<file path="src/rtl/divPkg.sv">
package divPkg;
  // strobes from control to datapath
  typedef struct packed {
    logic load;   // capture operands and set up the normalized divisor
    logic step;   // perform one restoring subtract/shift step
  } divCtrlT;
endpackage

</file>
<file path="src/rtl/lzCount.sv">
module lzCount #(
  parameter int W = 32,
  localparam int CW = $clog2(W + 1)
) (
  input  logic [W-1:0]  value,
  output logic [CW-1:0] count
);
  // priority encoder: highest set bit wins, all-zero gives W
  always_comb begin
    count = CW'(W);
    for (int i = 0; i < W; i++) begin
      if (value[i]) count = CW'(W - 1 - i);
    end
  end
endmodule

</file>
<file path="src/rtl/divDatapath.sv">
module divDatapath
  import divPkg::*;
#(
  parameter int W = 32,
  localparam int CW = $clog2(W + 1)
) (
  input  logic          clk,
  input  logic          rstN,
  input  divCtrlT       ctrl,
  input  logic          signedMode,
  input  logic [W-1:0]  dividend,
  input  logic [W-1:0]  divisor,
  output logic          zeroDiv,
  output logic          skipRun,
  output logic [CW-1:0] stepCount,
  output logic [W-1:0]  quotient,
  output logic [W-1:0]  remainder,
  output logic          divZero
);
  logic          negA, negB;
  logic [W-1:0]  magA, magB;
  logic [CW-1:0] lzA, lzB, shiftAmt;

  logic [W-1:0]  remReg, quoReg, dvsReg;
  logic          negQ, negR, zeroReg;
  logic [W:0]    diff;
  logic          borrow;

  // operand magnitudes
  assign negA = signedMode & dividend[W-1];
  assign negB = signedMode & divisor[W-1];
  assign magA = negA ? (W'(0) - dividend) : dividend;
  assign magB = negB ? (W'(0) - divisor)  : divisor;

  lzCount #(.W(W)) u_lzA (.value(magA), .count(lzA));
  lzCount #(.W(W)) u_lzB (.value(magB), .count(lzB));

  assign zeroDiv   = (magB == '0);
  assign skipRun   = !zeroDiv && (lzB < lzA);
  assign shiftAmt  = lzB - lzA;
  assign stepCount = shiftAmt + CW'(1);

  // borrow-out of remainder minus divisor decides the bit
  assign diff   = {1'b0, remReg} - {1'b0, dvsReg};
  assign borrow = diff[W];

  always_ff @(posedge clk or negedge rstN) begin
    if (!rstN) begin
      remReg  <= '0;
      quoReg  <= '0;
      dvsReg  <= '0;
      negQ    <= 1'b0;
      negR    <= 1'b0;
      zeroReg <= 1'b0;
    end else if (ctrl.load) begin
      quoReg  <= '0;
      zeroReg <= zeroDiv;
      if (zeroDiv) begin
        remReg <= '0;
        dvsReg <= '0;
        negQ   <= 1'b0;
        negR   <= 1'b0;
      end else begin
        remReg <= magA;
        dvsReg <= skipRun ? '0 : (magB << shiftAmt);
        negQ   <= negA ^ negB;
        negR   <= negA;
      end
    end else if (ctrl.step) begin
      if (!borrow) remReg <= diff[W-1:0];
      quoReg <= {quoReg[W-2:0], ~borrow};
      dvsReg <= dvsReg >> 1;
    end
  end

  assign quotient  = negQ ? (W'(0) - quoReg) : quoReg;
  assign remainder = negR ? (W'(0) - remReg) : remReg;
  assign divZero   = zeroReg;
endmodule

</file>
<file path="src/rtl/divControl.sv">
module divControl
  import divPkg::*;
#(
  parameter int W = 32,
  localparam int CW = $clog2(W + 1)
) (
  input  logic          clk,
  input  logic          rstN,
  input  logic          start,
  input  logic          zeroDiv,
  input  logic          skipRun,
  input  logic [CW-1:0] stepCount,
  output divCtrlT       ctrl,
  output logic          busy,
  output logic          done
);
  typedef enum logic [1:0] {IDLE, RUN, FIN} stateT;

  stateT         state, stateNext;
  logic [CW-1:0] stepsLeft, stepsNext;

  always_comb begin
    stateNext = state;
    stepsNext = stepsLeft;
    ctrl      = '0;
    unique case (state)
      IDLE: begin
        if (start) begin
          ctrl.load = 1'b1;
          if (zeroDiv || skipRun) begin
            stateNext = FIN;
          end else begin
            stateNext = RUN;
            stepsNext = stepCount;
          end
        end
      end
      RUN: begin
        ctrl.step = 1'b1;
        stepsNext = stepsLeft - CW'(1);
        if (stepsLeft == CW'(1)) stateNext = FIN;
      end
      FIN:     stateNext = IDLE;
      default: stateNext = IDLE;
    endcase
  end

  always_ff @(posedge clk or negedge rstN) begin
    if (!rstN) begin
      state     <= IDLE;
      stepsLeft <= '0;
    end else begin
      state     <= stateNext;
      stepsLeft <= stepsNext;
    end
  end

  assign busy = (state != IDLE);
  assign done = (state == FIN);
endmodule

</file>
<file path="src/rtl/shiftDivider.sv">
module shiftDivider
  import divPkg::*;
#(
  parameter int W = 32,
  localparam int CW = $clog2(W + 1)
) (
  input  logic         clk,
  input  logic         rstN,
  input  logic         start,
  input  logic         signedMode,
  input  logic [W-1:0] dividend,
  input  logic [W-1:0] divisor,
  output logic         busy,
  output logic         done,
  output logic [W-1:0] quotient,
  output logic [W-1:0] remainder,
  output logic         divZero
);
  divCtrlT       ctrl;
  logic          zeroDiv, skipRun;
  logic [CW-1:0] stepCount;

  divControl #(.W(W)) u_ctl (
    .clk(clk), .rstN(rstN), .start(start),
    .zeroDiv(zeroDiv), .skipRun(skipRun), .stepCount(stepCount),
    .ctrl(ctrl), .busy(busy), .done(done)
  );

  divDatapath #(.W(W)) u_dp (
    .clk(clk), .rstN(rstN), .ctrl(ctrl),
    .signedMode(signedMode), .dividend(dividend), .divisor(divisor),
    .zeroDiv(zeroDiv), .skipRun(skipRun), .stepCount(stepCount),
    .quotient(quotient), .remainder(remainder), .divZero(divZero)
  );
endmodule

</file>
<file path="config.mk">
export PLATFORM = sky130hd
export DESIGN_NAME = shiftDivider
export DESIGN_NICKNAME = d
export VERILOG_FILES = /design/src/rtl/divPkg.sv /design/src/rtl/lzCount.sv /design/src/rtl/divDatapath.sv /design/src/rtl/divControl.sv /design/src/rtl/shiftDivider.sv
export SDC_FILE = /design/constraint.sdc
export NUM_CORES = 1
export LEC_CHECK = 0
export BUFFER_PORTS_ARGS = -buffer_cell sky130_fd_sc_hd__buf_4
export CORE_UTILIZATION = 66
export DETAILED_ROUTE_END_ITERATION = 10
export HOLD_SLACK_MARGIN = 0.06
export PLACE_DENSITY = 0.95
export SYNTH_ARGS = -nofsm -noshare
export SYNTH_HDL_FRONTEND = slang
export SYNTH_SLANG_ARGS = --single-unit
</file>
<file path="constraint.sdc">
create_clock -name clk -period 6.8 [get_ports clk]
set_clock_uncertainty 0.1 [all_clocks]
set_input_delay 1.02 -clock clk [delete_from_list [all_inputs] [get_ports clk]]
set_output_delay 1.02 -clock clk [all_outputs]
set_load 0.02 [all_outputs]
</file>
==> parameters.txt <==
Parameter                              Value

Timing
  Final critical-path required period ... around 6.4 ns
  Slew at the pin closest to its max-slew limit ... approximately 1.0 ns
  Number of endpoints with negative hold slack in the final report ... 0
  Setup Viol. Count Final ... 0
  Final setup slack of the worst path ... between 0.4 and 0.5 ns
  Number of max-slew violations in the final report ... 0
  Final setup TNS ... 0 ns
  Final period utilization ... a little over nine tenths
  Tightest slew margin relative to the limit ... 31.0%
  Maximum frequency from static timing analysis ... 0.157 GHz
  Unrepaired setup endpoints after global routing ... no

Routing
  Post-detailed-route wirelength per cell ... 20.1 um
  Sum of routed wire length over all layers ... around 42000 um
  Remaining routing DRC violations ... 0
  Detailed Routing Iterations Pass 1 ... 6
  Violation count after the first detailed-route iteration ... 1714
  Vias after detailed routing ... ~15000
  Final antenna-violating net count ... 0
  Mean number of vias per cell ... ~7.0

Critical path
  Critical path buffers and inverters ... 2
  Peak per-stage delay on the critical path ... approximately 0.64 ns
  Critical-path cell list ... buf_4 -> or4_1 -> o41ai_1 -> xor2_1 -> o21ai_0 -> a21oi_1 -> nand3_1 -> a41oi_1 -> o211ai_1 -> ha_1 -> inv_1 -> fa_1 -> or4bb_1 -> a31oi_1 -> a31oi_1 -> o211ai_1 -> mux2i_1 -> nor3_1 -> a2111oi_0 -> or4b_1 -> a22oi_1
  Dominant delay contributor by cell family on the critical path ... simple AND/OR/NAND/NOR gates
  Slowest stage cell, crit path ... sky130_fd_sc_hd__or4_1
  Start-to-end type of the worst setup path ... in -> reg
  Critical Path Start Type ... input port
  Required arrival time at the worst endpoint ... around 7.0 ns
  Setup crit end kind ... flop
  Critical-path maximum fanout ... 8
  Crit path DAT ... between 6 and 7 ns

Synthesis
  Sequential fraction of the synthesis area ... between 20% and 30%
  Register bit count reported by yosys ... 107
  Number of synthesized flops with an enable pin ... 0
  Post-Syn Area ... about 13000 um^2
  Synth Area per Inst ... approximately 7.5 um^2
  Fraction of registers with async set/reset ... 100%
  Mapped Cells ... 1706
  Count of yosys warnings during synthesis ... 0
  Number of unique standard cell types used by synthesis ... between 80 and 90
  Top FF cell, synth ... sky130_fd_sc_hd__dfrtp_1
  Number of nets in the synthesized netlist ... 1822

Final layout
  Final cell count without fillers ... a little over 2000
  Fill cell instance count of the final layout ... about 1400
  Share of layout cells above drive strength 1 ... 15.4%
  Multi-input logic area ... 9500 um^2
  Diode insertion count for antenna repair ... 0
  Area occupied by registers ... between 2000 and 3000 um^2
  Layout net count ... 1927
  Area growth syn-to-layout ... 14.3%

Global route
  Number of antenna violations at the first check in global routing ... 1
  Wire length of the first global-routing pass ... ~68000 um
  Aggregate global routing overflow ... 0
  Number of global-route vias before repair ... between 10000 and 15000
  Gr usage total ... 42.2%
  Maximum number of pins on one net before global-route repair ... 75

Placement
  Number of placed instances, taps included ... approximately 2000
  Estimated wirelength of the detail-placed design ... slightly above 30000 um
  Final GP Congestion ... roughly 1
  Worst setup slack before clock tree synthesis ... roughly 0.2 ns
  Port Buf Inserts ... between 100 and 150

CTS
  Sinks on the clock net ... ~110
  Total of cells resized after clock tree synthesis ... 0
  Inserted Clock Buffers ... 9
  Clk Latency, worst-skew pair ... approximately 0.35 ns
  Max H-tree Level ... 3
  Post-CTS repair timing setup buffer count ... 0
  Clock tree from TritonCTS ... yes
  Clock transition at the registers of the reported paths ... ~0.070 ns
  Hold-fix buffer count after cts ... 0
  Clock root buffer master ... sky130_fd_sc_hd__clkbuf_16
  Maximum count of clock buffers along a single path ... 2

Floorplanning
  Die X-Extent ... between 100 and 150 um
  Std-Cell Rows ... 50
  Starting utilization of the core area ... about two thirds
  Die area ... about 20000 um^2
  I/O Pins ... approximately 140
  Core area ... 18900 um^2
  Die boundary height ... 141 um

Pwr
  Worst vdd ir ... 0.222 mV
  Cell leakage power ... between 6 and 7 nW
  Total power density per cell area ... roughly 520 nW/um^2

Run status
  Run status ... completed

Min path
  Path type of the worst min-delay path ... reg -> reg

Job
  Number of maximum-capacitance constraint violations ... 0
-- placed cells by master, fill, tap and decap left out, drive strengths merged, types with 9 or more instances in the layout --
| cell type | n |
|---|---|
| a211oi | 15 |
| nand2 | 216 |
| mux2i | 61 |
| a2bb2oi | 10 |
| o41ai | 18 |
| o21ai | 152 |
| inv | 68 |
| mux2 | 15 |
| o31ai | 35 |
| dfrtp | 107 |
| nand3 | 50 |
| ha | 46 |
| o211ai | 11 |
| buf | 203 |
| nor2b | 12 |
| clkbuf | 10 |
| nand4 | 17 |
| xor2 | 30 |
| o22ai | 26 |
| a41oi | 11 |
| or3 | 15 |
| a21oi | 90 |
| or2 | 11 |
| a31oi | 24 |
| o2111ai | 9 |
| nor4 | 21 |
| and2 | 12 |
| xnor2 | 121 |
| o21a | 12 |
| and3 | 12 |
| o32ai | 9 |
| a21o | 21 |
| a22oi | 21 |
| nand2b | 14 |
| o21bai | 9 |
| nor3 | 46 |
| nor2 | 129 |
| or4 | 15 |
| mux4 | 11 |
-- flip-flops by register name, summed over array words and instances, names as in the netlist --
register,cells
u_dp.negR,1
u_ctl.state,2
u_ctl.stepsLeft,6
u_dp.negQ,1
u_dp.dvsReg,32
u_dp.remReg,32
u_dp.quoReg,32
u_dp.divZero,1
-- cell usage after synthesis (11+ instances only) --
cell type | count | share of area [%]
sky130_fd_sc_hd__or3_1 | 15 | 0.73
sky130_fd_sc_hd__o31ai_1 | 35 | 2.0
sky130_fd_sc_hd__nor4_1 | 17 | 0.83
sky130_fd_sc_hd__o22ai_1 | 25 | 1.2
sky130_fd_sc_hd__nor3_1 | 44 | 1.7
sky130_fd_sc_hd__nor2b_1 | 12 | 0.59
sky130_fd_sc_hd__nand2b_1 | 14 | 0.68
sky130_fd_sc_hd__and2_1 | 12 | 0.59
sky130_fd_sc_hd__and3_1 | 12 | 0.59
sky130_fd_sc_hd__nor2_1 | 129 | 3.8
sky130_fd_sc_hd__a21o_1 | 21 | 1.2
sky130_fd_sc_hd__mux2_2 | 15 | 1.3
sky130_fd_sc_hd__o41ai_1 | 17 | 1.2
sky130_fd_sc_hd__xnor2_1 | 121 | 8.3
sky130_fd_sc_hd__o21ai_0 | 150 | 5.9
sky130_fd_sc_hd__mux2i_1 | 61 | 4.8
sky130_fd_sc_hd__o21a_1 | 12 | 0.70
sky130_fd_sc_hd__a41oi_1 | 11 | 0.75
sky130_fd_sc_hd__o211ai_1 | 11 | 0.64
sky130_fd_sc_hd__buf_2 | 11 | 0.43
sky130_fd_sc_hd__a211oi_1 | 15 | 0.88
sky130_fd_sc_hd__clkbuf_1 | 85 | 2.5
sky130_fd_sc_hd__a22oi_1 | 21 | 1.2
sky130_fd_sc_hd__inv_1 | 65 | 1.9
sky130_fd_sc_hd__nand3_1 | 49 | 1.9
sky130_fd_sc_hd__nand2_1 | 216 | 6.3
sky130_fd_sc_hd__dfrtp_1 | 107 | 21
sky130_fd_sc_hd__ha_1 | 46 | 4.5
sky130_fd_sc_hd__a21oi_1 | 89 | 3.5
sky130_fd_sc_hd__or4_1 | 14 | 0.82
sky130_fd_sc_hd__mux4_2 | 11 | 1.9
sky130_fd_sc_hd__nand4_1 | 17 | 0.83
sky130_fd_sc_hd__a31oi_1 | 24 | 1.2
sky130_fd_sc_hd__xor2_1 | 30 | 2.0
-- logic make-up (layout without fill, tap and decap cells) --
family / after synthesis / in the layout / share of synthesized area, %
compound gates: 547 / 547 / 28.5
xor+xnor: 151 / 151 / 10.3
fa+ha+maj: 48 / 48 / 4.80
buf+inv: 176 / 286 / 5.35
flops: 107 / 107 / 20.9
mux: 87 / 87 / 8.01
simple gates: 590 / 590 / 22.1
-- final timing paths --
path	startpoint	cells past startpoint	endpoint	slack [ns]
hold / removal	u_dp.divZero	2	u_dp.divZero	0.40
setup / recovery	divisor[1]	21	u_dp.dvsReg[16]	0.43
max in group asynchronous	rstN	2	u_dp.remReg[19]	4.78
setup reg to reg	u_dp.remReg[0]	13	u_dp.remReg[23]	2.55
min in group asynchronous	rstN	1	u_dp.quoReg[15]	0.50
hold reg to reg	u_dp.divZero	2	u_dp.divZero	0.40
-- metal layers --
metal / routed length (um) / vias to the layer above / GRT usage, %
met5: 14 / - / 0.251
met4: 1890 / 2 / 20.1
met3: 4580 / 157 / 6.48
met2: 18800 / 1020 / 65.5
met1: 16600 / 6841 / 57.7
li1: - / 6542 / -
-- worst register-to-register path, cell delays in order, from the launching register on --
cell and delay [ns]:
sky130_fd_sc_hd__dfrtp_1 0.41, sky130_fd_sc_hd__inv_1 0.10, sky130_fd_sc_hd__ha_1 0.23, sky130_fd_sc_hd__fa_1 0.42, sky130_fd_sc_hd__nor2b_1 0.17, sky130_fd_sc_hd__o31a_1 0.23
sky130_fd_sc_hd__o2111ai_1 0.23, sky130_fd_sc_hd__nor4_1 0.46, sky130_fd_sc_hd__o211ai_1 0.21, sky130_fd_sc_hd__a21oi_1 0.32, sky130_fd_sc_hd__o221ai_4 0.32, sky130_fd_sc_hd__buf_4 0.36
sky130_fd_sc_hd__nand2_1 0.37, sky130_fd_sc_hd__a2bb2oi_1 0.22
-- area by class of cell --
type,count,share of cell area (%)
Sequential cell,107,18.3
Inverter,67,1.72
Clock buffer,10,1.63
Clock inverter,6,0.811
Multi-Input combinational cell,1423,64.8
Timing Repair Buffer,203,10.6
Tap cell,260,2.22
-- power breakdown --
group / leakage [nW] / internal [mW] / switching [mW]
sequential: 1.35 / 0.951 / 0.429
combinational: 4.49 / 2.36 / 3.29
clock: 0.175 / 0.375 / 0.260
-- stage by stage --
step | total power [mW] | hold WS, ns | area [um^2] | util (%)
after detailed placement | 6.82 | 0.387 | 14300 | 75.7
final | 7.66 | 0.404 | 14700 | 77.6
after global routing | 8.18 | 0.462 | 14700 | 77.6
after floorplan | 5.18 | 0.360 | 12800 | -
after CTS | 7.52 | 0.403 | 14700 | 77.6
after global placement | 6.64 | 0.366 | 14300 | 75.7
Power figures use the tool's default switching activity.
